### src/rtl/lsf_pkg.sv
package lsf_pkg;
  typedef enum logic {
    ST_IDLE = 1'b0,
    ST_RUN  = 1'b1
  } lsf_state_e;
endpackage

### src/rtl/lsf_pair_seq.sv
module lsf_pair_seq #(
  parameter int IN_W = 4,
  localparam int SEL_W = (IN_W > 1) ? $clog2(IN_W) : 1,
  localparam int CNT_W = (IN_W > 1) ? IN_W - 1 : 1
) (
  input  logic             clk,
  input  logic             rst_n,
  input  logic             clear,
  input  logic             step,
  input  logic [SEL_W-1:0] pin,
  input  logic             val,
  output logic [IN_W-1:0]  src_idx,
  output logic [IN_W-1:0]  dst_idx,
  output logic             last
);
  localparam logic [CNT_W-1:0] CNT_MAX = {CNT_W{1'b1}};
  localparam logic [IN_W-1:0]  ONE     = {{(IN_W-1){1'b0}}, 1'b1};

  logic [CNT_W-1:0] cnt;
  logic [IN_W-1:0]  cnt_w, pin_bit, low_mask, low_addr, high_addr;

  always_ff @(posedge clk) begin
    if (!rst_n)     cnt <= '0;
    else if (clear) cnt <= '0;
    else if (step)  cnt <= cnt + 1'b1;
  end

  // Insert a zero at bit 'pin' of the pair index to form the low address.
  always_comb begin
    cnt_w     = {1'b0, cnt};
    pin_bit   = ONE << pin;
    low_mask  = pin_bit - ONE;
    low_addr  = ((cnt_w >> pin) << ({1'b0, pin} + 1'b1)) | (cnt_w & low_mask);
    high_addr = low_addr | pin_bit;
    src_idx   = val ? high_addr : low_addr;
    dst_idx   = val ? low_addr  : high_addr;
    last      = (cnt == CNT_MAX);
  end

  AST_PAIR_ASCENDING: assert property (@(posedge clk) disable iff (!rst_n)
    (step && !last && !clear) |=> (cnt == $past(cnt) + 1'b1));
  AST_PAIR_STRIDE: assert property (@(posedge clk) disable iff (!rst_n)
    step |-> ((src_idx ^ dst_idx) == (ONE << pin)));
  AST_SRC_SIDE: assert property (@(posedge clk) disable iff (!rst_n)
    step |-> (src_idx[pin] == val));
  AST_DST_SIDE: assert property (@(posedge clk) disable iff (!rst_n)
    step |-> (dst_idx[pin] == !val));
endmodule

### src/rtl/lsf_table_reg.sv
module lsf_table_reg #(
  parameter int IN_W = 4,
  localparam int ENTRIES = 1 << IN_W
) (
  input  logic               clk,
  input  logic               rst_n,
  input  logic               load,
  input  logic [ENTRIES-1:0] load_data,
  input  logic               wr_en,
  input  logic [IN_W-1:0]    src_idx,
  input  logic [IN_W-1:0]    dst_idx,
  output logic [ENTRIES-1:0] q
);
  logic src_bit;
  assign src_bit = q[src_idx];

  for (genvar e = 0; e < ENTRIES; e++) begin : g_entry
    localparam logic [IN_W-1:0] MY_IDX = IN_W'(e);
    always_ff @(posedge clk) begin
      if (!rst_n)                             q[e] <= 1'b0;
      else if (load)                          q[e] <= load_data[e];
      else if (wr_en && (dst_idx == MY_IDX))  q[e] <= src_bit;
    end
  end

  AST_COPY_LANDS: assert property (@(posedge clk) disable iff (!rst_n)
    (wr_en && !load) |=> (q[$past(dst_idx)] == $past(q[src_idx])));
  AST_SOURCE_KEPT: assert property (@(posedge clk) disable iff (!rst_n)
    (wr_en && !load) |=> (q[$past(src_idx)] == $past(q[src_idx])));
endmodule

### src/rtl/lut_stuck_injector.sv
module lut_stuck_injector #(
  parameter int IN_W = 4,
  localparam int ENTRIES = 1 << IN_W,
  localparam int SEL_W = (IN_W > 1) ? $clog2(IN_W) : 1
) (
  input  logic               clk,
  input  logic               rst_n,
  input  logic               start,
  input  logic [ENTRIES-1:0] tbl_in,
  input  logic [SEL_W-1:0]   pin_sel,
  input  logic               stuck_val,
  output logic [ENTRIES-1:0] tbl_out,
  output logic               done
);
  import lsf_pkg::*;

  localparam logic [IN_W-1:0] ONE = {{(IN_W-1){1'b0}}, 1'b1};

  lsf_state_e       state;
  logic             busy, accept, last;
  logic [SEL_W-1:0] pin_q;
  logic             val_q;
  logic [IN_W-1:0]  src_idx, dst_idx;

  assign busy   = (state == ST_RUN);
  assign accept = start && !busy;

  always_ff @(posedge clk) begin
    if (!rst_n) begin
      state <= ST_IDLE;
      done  <= 1'b0;
      pin_q <= '0;
      val_q <= 1'b0;
    end else begin
      done <= busy && last;
      if (accept) begin
        state <= ST_RUN;
        pin_q <= pin_sel;
        val_q <= stuck_val;
      end else if (busy && last) begin
        state <= ST_IDLE;
      end
    end
  end

  lsf_pair_seq #(.IN_W(IN_W)) u_seq (
    .clk     (clk),
    .rst_n   (rst_n),
    .clear   (accept),
    .step    (busy),
    .pin     (pin_q),
    .val     (val_q),
    .src_idx (src_idx),
    .dst_idx (dst_idx),
    .last    (last)
  );

  lsf_table_reg #(.IN_W(IN_W)) u_tbl (
    .clk       (clk),
    .rst_n     (rst_n),
    .load      (accept),
    .load_data (tbl_in),
    .wr_en     (busy),
    .src_idx   (src_idx),
    .dst_idx   (dst_idx),
    .q         (tbl_out)
  );

  // Symmetry of the working table across the faulted input.
  logic sym_ok;
  always_comb begin
    sym_ok = 1'b1;
    for (int a = 0; a < ENTRIES; a++) begin
      if (tbl_out[a] != tbl_out[IN_W'(a) ^ (ONE << pin_q)]) sym_ok = 1'b0;
    end
  end

  AST_DONE_PULSE: assert property (@(posedge clk) disable iff (!rst_n)
    done |=> !done);
  AST_BUSY_START_IGNORED: assert property (@(posedge clk) disable iff (!rst_n)
    (busy && start) |=> ($stable(pin_q) && $stable(val_q)));
  AST_TABLE_SYMMETRIC: assert property (@(posedge clk) disable iff (!rst_n)
    done |-> sym_ok);
  AST_IDLE_HOLD: assert property (@(posedge clk) disable iff (!rst_n)
    (!busy && !start) |=> $stable(tbl_out));
endmodule

### config.mk
export PLATFORM = sky130hd
export DESIGN_NAME = lut_stuck_injector
export DESIGN_NICKNAME = d
export VERILOG_FILES = /design/src/rtl/lsf_pkg.sv /design/src/rtl/lsf_pair_seq.sv /design/src/rtl/lsf_table_reg.sv /design/src/rtl/lut_stuck_injector.sv
export SDC_FILE = /design/constraint.sdc
export NUM_CORES = 1
export LEC_CHECK = 0
export BUFFER_PORTS_ARGS = -buffer_cell sky130_fd_sc_hd__buf_2
export CAP_MARGIN = 20
export CORE_AREA = 2 2 55 96
export CTS_BUF_LIST = sky130_fd_sc_hd__clkbuf_4 sky130_fd_sc_hd__clkbuf_8
export CTS_CLUSTER_SIZE = 10
export DETAILED_ROUTE_END_ITERATION = 8
export DIE_AREA = 0 0 57 98
export PLACE_DENSITY = 0.68
export SLEW_MARGIN = 25
export SYNTH_ARGS = -nofsm -noshare
export SYNTH_HDL_FRONTEND = slang
export SYNTH_SLANG_ARGS = --single-unit
### constraint.sdc
create_clock -name clk -period 2.55 [get_ports clk]
set_clock_uncertainty 0.05 [all_clocks]
set_input_delay 0 -clock clk [delete_from_list [all_inputs] [get_ports clk]]
set_output_delay 0 -clock clk [all_outputs]
set_load 0.02 [all_outputs]
-- Word level (Yosys, flattened, before mapping)
Cells that the tools add are included.
- bits in registers: 24
- $add $sub $neg: 3
- magnitude comparators: 1
- equal/unequal tests: 16
- shift-type cells: 3
- mux-type cells: 38
- bitwise operators: 4
- reduce and logical (&&, ||, !) cells: 38
- operators by type and width (kind ; number):
    $mux 1 ; 35
    $reduce_bool 2->1 ; 17
    $eq 4x4->1 const B ; 8
    $logic_and 1x1->1 ; 18
    $eq 4x3->1 const B ; 4
    $eq 4x2->1 const B ; 2
    $mux 4 ; 2
    $or 4x4->4 ; 2
    $lt 4x5->1 const B ; 1
    $and 3x4->4 ; 1
    $bmux 1 s4 ; 1
    $eq 4x1->1 const B ; 1
    $logic_not 4->1 ; 1
    $shl 1x2->4 const A ; 1
    $shl 4x3->4 ; 1
    $shr 3x2->4 ; 1
    $sub 4x1->4 const B ; 1
    $add 2x1->3 const B ; 1
    $add 3x1->3 const B ; 1
    $eq 3x3->1 const B ; 1
    $reduce_or 2->1 ; 1
    $logic_not 1->1 ; 1
    $not 1->1 ; 1

-- Logic depth before layout (Yosys ltp)
Gate-level depths: netlist of run 1.
- depth after elaboration: 10
- depth in mapped cells: 12

-- Hierarchy
A second synthesis of run 1 with hierarchy kept.
- cell total of the unflattened synthesis: 214
- area, all modules: 1694.1 µm²
- by module, submodules not included (module ; times used ; cells an instance ; area each (µm²) ; seq. area each (µm²)):
    lsf_table_reg ; 1 ; 136 ; 1041.0 ; 320.3
    lsf_pair_seq ; 1 ; 58 ; 457.9 ; 60.1
    lut_stuck_injector ; 1 ; 20 ; 195.2 ; 100.1

-- Worst setup path after synthesis of run 1
Ideal clock, no wire load.
- path kind: reg-to-reg
- start point: reg pin_q[0]
- end point: reg u_tbl.q[15]
- setup time: 0.087 ns
- data arrival time: 2.631 ns
- path slack: -0.218 ns
- cell stages (with the launch flop): 11
- path buffers: 2
- period minus slack after synthesis: 2.768 ns
- cells stage by stage: dfxtp_1 -> bufinv_8 -> ha_1 -> clkbuf_1 -> o311ai_4 -> mux2i_1 -> mux2i_1 -> mux2i_1 -> mux2_4 -> buf_6 -> o31ai_1
- longest elaborated chain between the ends: 10
- elaborated cells between the ends (all ways): 17
- classes of those cells: 2 x add/sub; 1 x eq/ne; 3 x shift; 6 x mux; 3 x bitwise; 2 x reduce/logical
- ends and longest elaborated chain (item ; line ; text):
    start, declared ; lut_stuck_injector.sv:21 ; logic [SEL_W-1:0] pin_q;
    start signal, assigned ; lut_stuck_injector.sv:38 ; pin_q <= pin_sel;
    $shl 1x2->4 ; lsf_pair_seq.sv:31 ; pin_bit = ONE << pin;
    $sub 4x1->4 ; lsf_pair_seq.sv:32 ; low_mask = pin_bit - ONE;
    $and 3x4->4 ; lsf_pair_seq.sv:33 ; low_addr = ((cnt_w >> pin) << ({1'b0, pin} + 1'b1)) | (cnt_w & low_mask);
    $or 4x4->4 ; lsf_pair_seq.sv:33 ;
    $or 4x4->4 ; lsf_pair_seq.sv:34 ; high_addr = low_addr | pin_bit;
    $mux 4 ; lsf_pair_seq.sv:35 ; src_idx = val ? high_addr : low_addr;
    $bmux 1 s4 ; lsf_table_reg.sv:15 ; assign src_bit = q[src_idx];
    $mux 1 (not written as such) ; lsf_table_reg.sv:15 ;
    $mux 1 ; lsf_table_reg.sv:22 ; else if (wr_en && (dst_idx == MY_IDX)) q[e] <= src_bit;
    $mux 1 ; lsf_table_reg.sv:21 ; else if (load) q[e] <= load_data[e];
    end signal, assigned by index ; lsf_table_reg.sv:21 ;
    end signal, assigned by index ; lsf_table_reg.sv:22 ;
    end, declared ; lsf_table_reg.sv:12 ; output logic [ENTRIES-1:0] q
Several ways; a longest one is shown, not always the timed one. The select of a mux whose other input is x is not followed.
A chain may end at the register's enable or synchronous reset.

-- Worst setup path after layout of run 1
- start point: reg pin_q[1]
- end point: reg u_tbl.q[4]
The elaborated chain is that of the path after synthesis.

==> results of run 1 <==
-- cell usage in the layout, fill, tap and decap left out, drive strengths merged --
master	instances
mux2	19
a21boi	1
a211oi	1
nor2	3
a41o	1
nor2b	7
o311ai	1
o31ai	17
ha	7
o21ai	3
nand3	6
and3	2
a21o	3
or3	1
inv	3
dfxtp	24
dlygate4sd3	3
xnor2	1
mux2i	18
o211ai	16
o21a	1
a21oi	7
nand2	13
clkbuf	3
bufinv	2
nor3b	3
nor4	1
nand2b	3
buf	48
xor2	1
and3b	1
-- routing by layer --
| layer | vias to the layer above | share of wire (%) | track usage, % |
|---|---|---|---|
| met5 | - | 0 | 0 |
| met4 | 0 | 3.6 | 7.692 |
| met3 | 13 | 2.3 | 1.325 |
| met2 | 40 | 58 | 28.74 |
| met1 | 733 | 36 | 15.35 |
| li1 | 757 | - | - |
-- cells in the mapped netlist (2+ instances only) --
cell type | n | area [µm²]
clkbuf_1 | 6 | 22.52
buf_6 | 2 | 22.52
nor2b_1 | 7 | 43.79
mux2_4 | 2 | 30.03
mux2i_1 | 18 | 180.2
nand3_1 | 6 | 30.03
o31ai_1 | 16 | 120.1
nor3b_1 | 3 | 22.52
dfxtp_1 | 24 | 480.5
o211ai_1 | 16 | 120.1
ha_1 | 7 | 87.58
mux2_2 | 16 | 180.2
a21oi_1 | 6 | 30.03
a21o_1 | 3 | 22.52
and3_1 | 2 | 12.51
nand2_1 | 13 | 48.80
nand2b_1 | 3 | 18.77
nor2_1 | 3 | 11.26
inv_1 | 3 | 11.26
-- cells by family after synthesis --
| group | count (synthesis) |
|---|---|
| compound gates | 51 |
| simple gates | 40 |
| mux | 36 |
| flops | 24 |
| buf+inv | 12 |
| fa+ha+maj | 7 |
| xor+xnor | 2 |
-- final timing paths --
check            from           end  slack (ps)  cells after the start
max          pin_q[1]    u_tbl.q[4]          90                     10
min             start  u_seq.cnt[2]          40                      4
max reg2reg  pin_q[1]    u_tbl.q[4]          90                     10
min reg2reg  pin_q[1]      pin_q[1]         520                      2
-- registers in the layout, summed over array words and instances, names as in the netlist --
signal,cells
done,1
val_q,1
pin_q,2
busy,1
u_tbl.q,16
u_seq.cnt,3
-- power groups by stage --
stage | Clock (mW) | Combinational [mW] | Sequential, mW
2_1_floorplan | 0 | 0.184 | 0.446
3_3_place_gp | 0 | 0.273 | 0.430
3_5_place_dp | 0 | 0.275 | 0.430
4_1_cts | 0.340 | 0.282 | 0.422
5_1_grt | 0.351 | 0.342 | 0.429
6_report | 0.338 | 0.319 | 0.425
-- worst max-delay path: cells and delay by family, from the launching register on --
| family | cells | cell delay (ps) |
|---|---|---|
| buffers and inverters | 2 | 300 |
| AOI/OAI and AO/OA | 3 | 480 |
| DFF | 1 | 370 |
| muxes | 4 | 890 |
| and+or+nand+nor | 1 | 250 |
-- repair_timing --
item,4_1_cts,5_1_grt
setup endpoints to repair,7,16
endpoints found under the hold margin,3,0
buffers inserted,0,2
gates cloned,0,1
pin swaps,0,1
hold buffers,3,0
resized for setup,3,24
-- final cells by class --
cell class | instances | area share [%]
multi-input cells | 137 | 56.20
flip-flops and latches | 24 | 22.24
inverters | 4 | 1.308
well taps | 54 | 3.072
clock inverters | 1 | 1.365
clock buffers | 3 | 1.877
repair buffers | 51 | 13.94
==> reports/results.tsv, run 1 <==
stage	metric	value	unit
outcome	status	finished, final reports clean	
power_and_ir_drop	power.density	491.5	mW/mm²
drt	finalWirelength	4423	µm
global_routing	grt_pass1_wl	6665	µm
yosys	synthAdderAreaFrac	5.307	%
cts	path_clk_slew	90	ps
critical_path	path_max_fanout	8	
power_and_ir_drop	power.total	1.081	mW
drt	wl_per_cell	16.14	µm
critical_path	cp_cell_sequence	buf_6 > and3b_1 > a21oi_4 > o311ai_4 > buf_6 > mux2i_4 > mux2i_1 > mux2i_1 > mux2_4 > o31ai_1	
yosys	synth_edf_count	0	
power_and_ir_drop	power.leakage	0.9159	nW
yosys	syn-num-nets	201	
placed_design	gp_congestion	0.8830	
placed_design	place_hpwl	3310	µm
yosys	synth_top_family_by_area	compound AO/OA/AOI/OAI gates	
yosys	yosysUniqueCellTypes	35	
critical_path	slowest_delay	370	ps
cts	clock_path_buffers	2	
timing	final-setup-viol-count	0	
power_and_ir_drop	combPwrFrac	29.5	%
cells_and_area	num-fill-cells	496	
cells_and_area	fin_cells	274	
yosys	synthFlopType	dfxtp_1	
timing	hold_viol	0	
timing	fin_crit	2464	ps
global_routing	overflow	0	
global_routing	grt_usage	15.00	%
flow_run	maxCapViolations	0	
placed_design	place_ws	-26.13	ps
placed_design	place_area	0.001933	mm²
cells_and_area	regArea	489.2	µm²
critical_path	cp-end-kind	register	
cells_and_area	syn_to_final_growth	33.28	%
drt	viasPerCell	5.631	
drt	dr.pass1.iters	4	
power_and_ir_drop	power_switching	324.1	µW
die	die_area	0.005586	mm²
yosys	synth_compound_area_share	23.73	%
critical_path	cp_slowest_cell	dfxtp_4	
drt	drc_errors	0	
die	dieWidth	57	µm
power_and_ir_drop	switching_share	29.98	%
timing	tns	0	ps
yosys	syn-cell-area	0.001650	mm²
drt	vias	1543	
yosys	yosysWarnings	0	
yosys	synthCells	172	
yosys	postSynthAreaPerCell	9.595	µm²
power_and_ir_drop	p_int	757.0	µW
critical_path	worstSetupPathType	reg -> reg	
die	ioPinCount	39	
die	core_area	0.004850	mm²
timing	hold_ws	35.74	ps
critical_path	cp.arrival	2570	ps
cts	cts.sinks	24	
cells_and_area	fin_area	0.002200	mm²
yosys	yosys-mux-area-fraction	23.65	%
cts	insertion_delay	270	ps
drt	postRouteAntennaNets	0	
die	fp-row-count	34	
critical_path	startpoint_type	register	
yosys	synthSimpleGateAreaFrac	12.66	%
timing	slew_violations	0	
timing	fin_crit_sh	96.62	%
global_routing	grt_pass1_vias	1444	
die	die-height	98	µm
cts	ctsHtreeMaxLevel	1	
yosys	synthXorXnorAreaFrac	1.061	%
power_and_ir_drop	p_clk_share	31.2	%
cts	cts_root_buf	clkbuf_8	
timing	setup_ws	86.24	ps
worst_hold_path	hp-class	in -> reg	
timing	worst_slew_pin_slew	461.2	ps
timing	fmax	0.4059	GHz
power_and_ir_drop	ir_drop	0.0003389	V
power_and_ir_drop	power.sequential.fraction	39.3	%
cells_and_area	nNetsFinal	250	
cts	tritoncts	yes	
global_routing	grt_max_degree	26	
yosys	synth.ff_latch_count	24	
drt	drtIter0Drc	29	
cts	cts_buffers	3	
yosys	yosysSeqAreaShare	29.11	%
cells_and_area	drive_gt1_share	42.27	%
cells_and_area	diodes	0	
timing	rsz0062_at_grt	true	
yosys	async_flop_share	0	%
critical_path	crit_required	2650	ps
placed_design	io_buffers	38	
die	initial_utilization	34.03	%
cells_and_area	multi_input_area	0.001236	mm²
cells_and_area	fin_util	45.36	%
timing	maxSlewHeadroom	68.99	%
placed_design	placed_cells_incl_taps	264	
global_routing	antenna_found_initial	0	
Power figures use the tool's default switching activity.
==> inputs of run 2 (changes only) <==
--- a/config.mk
+++ b/config.mk
@@ -13,6 +13,7 @@
 export DETAILED_ROUTE_END_ITERATION = 8
 export DIE_AREA = 0 0 57 98
 export PLACE_DENSITY = 0.68
+export RECOVER_POWER = 25
 export SLEW_MARGIN = 25
 export SYNTH_ARGS = -nofsm -noshare
 export SYNTH_HDL_FRONTEND = slang
==> run 2 against run 1 <==
Effect of this change:
- final cell count is the same
- via count grew 0.84%
- register-to-register slack is essentially flat
- core utilization shrank 0.21 points
- design area shrank 0.46%
- total power is essentially flat
- maximum frequency is essentially flat
- clock-buffer cell count is the same
- sequential power is essentially flat
- clock power is essentially flat
- critical endpoint unchanged
==> reports/results.tsv, run 2 (same netlist as run 1, synthesis figures left out) <==
stage	metric	value	unit	change
timing	tns	0	ps	unchanged
drt	finalWirelength	4447	µm	+0.54%
placed_design	place_area	0.001933	mm²	unchanged
cells_and_area	regArea	489.2	µm²	unchanged
critical_path	slowest_delay	370	ps	about the same
timing	rsz0062_at_grt	true		
critical_path	critical_path.top_delay_family	multiplexers		
placed_design	place_hpwl	3310	µm	unchanged
global_routing	antenna_found_initial	0		unchanged
worst_hold_path	hp-class	in -> reg		
cts	cts_buffers	3		unchanged
critical_path	cp.arrival	2570	ps	about the same
drt	wl_per_cell	16.23	µm	+0.54%
flow_run	maxCapViolations	0		unchanged
drt	vias	1556		+0.84%
die	core_area	0.004850	mm²	unchanged
cts	path_clk_slew	90	ps	about the same
cts	cts.sinks	24		unchanged
cts	insertion_delay	270	ps	about the same
critical_path	startpoint_type	register		
power_and_ir_drop	power.leakage	0.8836	nW	-3.5%
die	die_area	0.005586	mm²	unchanged
critical_path	path_max_fanout	8		unchanged
critical_path	cp_cell_sequence	buf_6 > and3b_1 > a21oi_4 > o311ai_4 > buf_6 > mux2i_4 > mux2i_1 > mux2i_1 > mux2_4 > o31ai_1		
placed_design	placed_cells_incl_taps	264		unchanged
cells_and_area	syn_to_final_growth	32.68	%	
cells_and_area	nNetsFinal	250		unchanged
timing	fmax	0.4060	GHz	about the same
critical_path	crit_required	2650	ps	about the same
cells_and_area	fin_area	0.002190	mm²	-0.46%
cts	cts_root_buf	clkbuf_8		
timing	fin_crit	2463	ps	-0.5369 ps
critical_path	cp-end-kind	register		
timing	final-setup-viol-count	0		unchanged
cells_and_area	num-fill-cells	497		+0.20%
cts	clock_path_buffers	2		unchanged
cells_and_area	largest_reg_flops	16		unchanged
critical_path	cp_num_buf_inv	2		unchanged
global_routing	grt_pass1_wl	6665	µm	unchanged
die	fp-row-count	34		unchanged
die	ioPinCount	39		unchanged
die	dieWidth	57	µm	unchanged
timing	maxSlewHeadroom	69.08	%	+0.092 points
timing	slew_violations	0		unchanged
cells_and_area	top_regs	u_tbl.q x16, u_seq.cnt x3, pin_q x2		
timing	hold_viol	0		unchanged
placed_design	gp_congestion	0.8830		unchanged
cts	tritoncts	yes		
die	initial_utilization	34.03	%	unchanged
cells_and_area	multi_input_area	0.001236	mm²	unchanged
timing	hold_ws	34.39	ps	-1.345 ps
cells_and_area	final_common_cell	buf_2		
cells_and_area	regMostFlops	u_tbl.q		
drt	postRouteAntennaNets	0		unchanged
global_routing	grt_pass1_vias	1444		unchanged
outcome	status	finished, final reports clean		
cells_and_area	mostFrequentLayoutCells	buf_2 (30), dfxtp_1 (21), mux2_2 (16), o211ai_1 (16), mux2i_1 (15)		
cts	ctsHtreeMaxLevel	1		unchanged
cells_and_area	fin_cells	274		unchanged
global_routing	overflow	0		unchanged
critical_path	worstSetupPathType	reg -> reg		
global_routing	grt_max_degree	26		unchanged
power_and_ir_drop	power.density	493.7	mW/mm²	+0.45%
critical_path	cp_slowest_cell	dfxtp_4		
die	die-height	98	µm	unchanged
power_and_ir_drop	ir_drop	0.0003389	V	about the same
global_routing	grt_usage	15.00	%	unchanged
drt	drc_errors	0		unchanged
drt	dr.pass1.iters	4		unchanged
timing	worst_slew_pin_slew	459.8	ps	-1.370 ps
cells_and_area	diodes	0		unchanged
placed_design	io_buffers	38		unchanged
drt	drtIter0Drc	38		+31%
cells_and_area	drive_gt1_share	38.64	%	-3.6 points
timing	fin_crit_sh	96.60	%	about the same
drt	viasPerCell	5.679		+0.84%
run 2: final cells by class:
cell class,count,share of cell area (%)
Clock inverter,1,1.371
Sequential cell,24,22.34
Inverter,4,1.314
Multi-Input combinational cell,137,56.46
Clock buffer,3,1.886
Timing Repair Buffer,51,13.54
Tap cell,54,3.086
run 2: power by group:
part | total, mW | switching, mW | internal (mW)
sequential | 0.425 | 0.0275 | 0.398
clock | 0.338 | 0.128 | 0.210
combinational | 0.318 | 0.170 | 0.147
total | 1.08 | 0.326 | 0.755
run 2: worst min-delay path, stage by stage:
cell	delay, ps
buf_2	110
nor3b_1	50
a21oi_1	110
nor2b_1	50
run 2: per-stage QoR:
| stage | setup WS (ps) | power, mW | util, % |
|---|---|---|---|
| 2_1_floorplan | -8.875 | 0.6296 | - |
| 3_3_place_gp | 39.18 | 0.7026 | 39.86 |
| 4_1_cts | 19.19 | 1.044 | 42.08 |
| 5_1_grt | -57.58 | 1.120 | 45.15 |
| 3_5_place_dp | -26.13 | 0.7055 | 39.86 |
| 6_report | 86.77 | 1.081 | 45.15 |
run 2: path summary, 6_finish.rpt:
check / from / endpoint / slack, ps / cells after the start
max: pin_q[1] / u_tbl.q[4] / 90 / 10
min: start / u_seq.cnt[2] / 30 / 4
max reg2reg: pin_q[1] / u_tbl.q[4] / 90 / 10
min reg2reg: pin_q[1] / pin_q[1] / 520 / 2
run 2: timing repair:
item | CTS | global route
gates cloned | 0 | 1
endpoints found under the setup margin | 7 | 16
pin swaps | 0 | 1
gates resized for setup | 3 | 24
setup buffers | 0 | 2
hold buffers | 3 | 0
endpoints found under the hold margin | 3 | 0
run 2: metal layers:
layer  share of wire [%]  track usage, %  up-vias
li1                    -               -      757
met1                  36           15.35      743
met2                  58           28.74       43
met3                 2.4           1.325       13
met4                 3.7           7.692        0
met5                   0               0        -
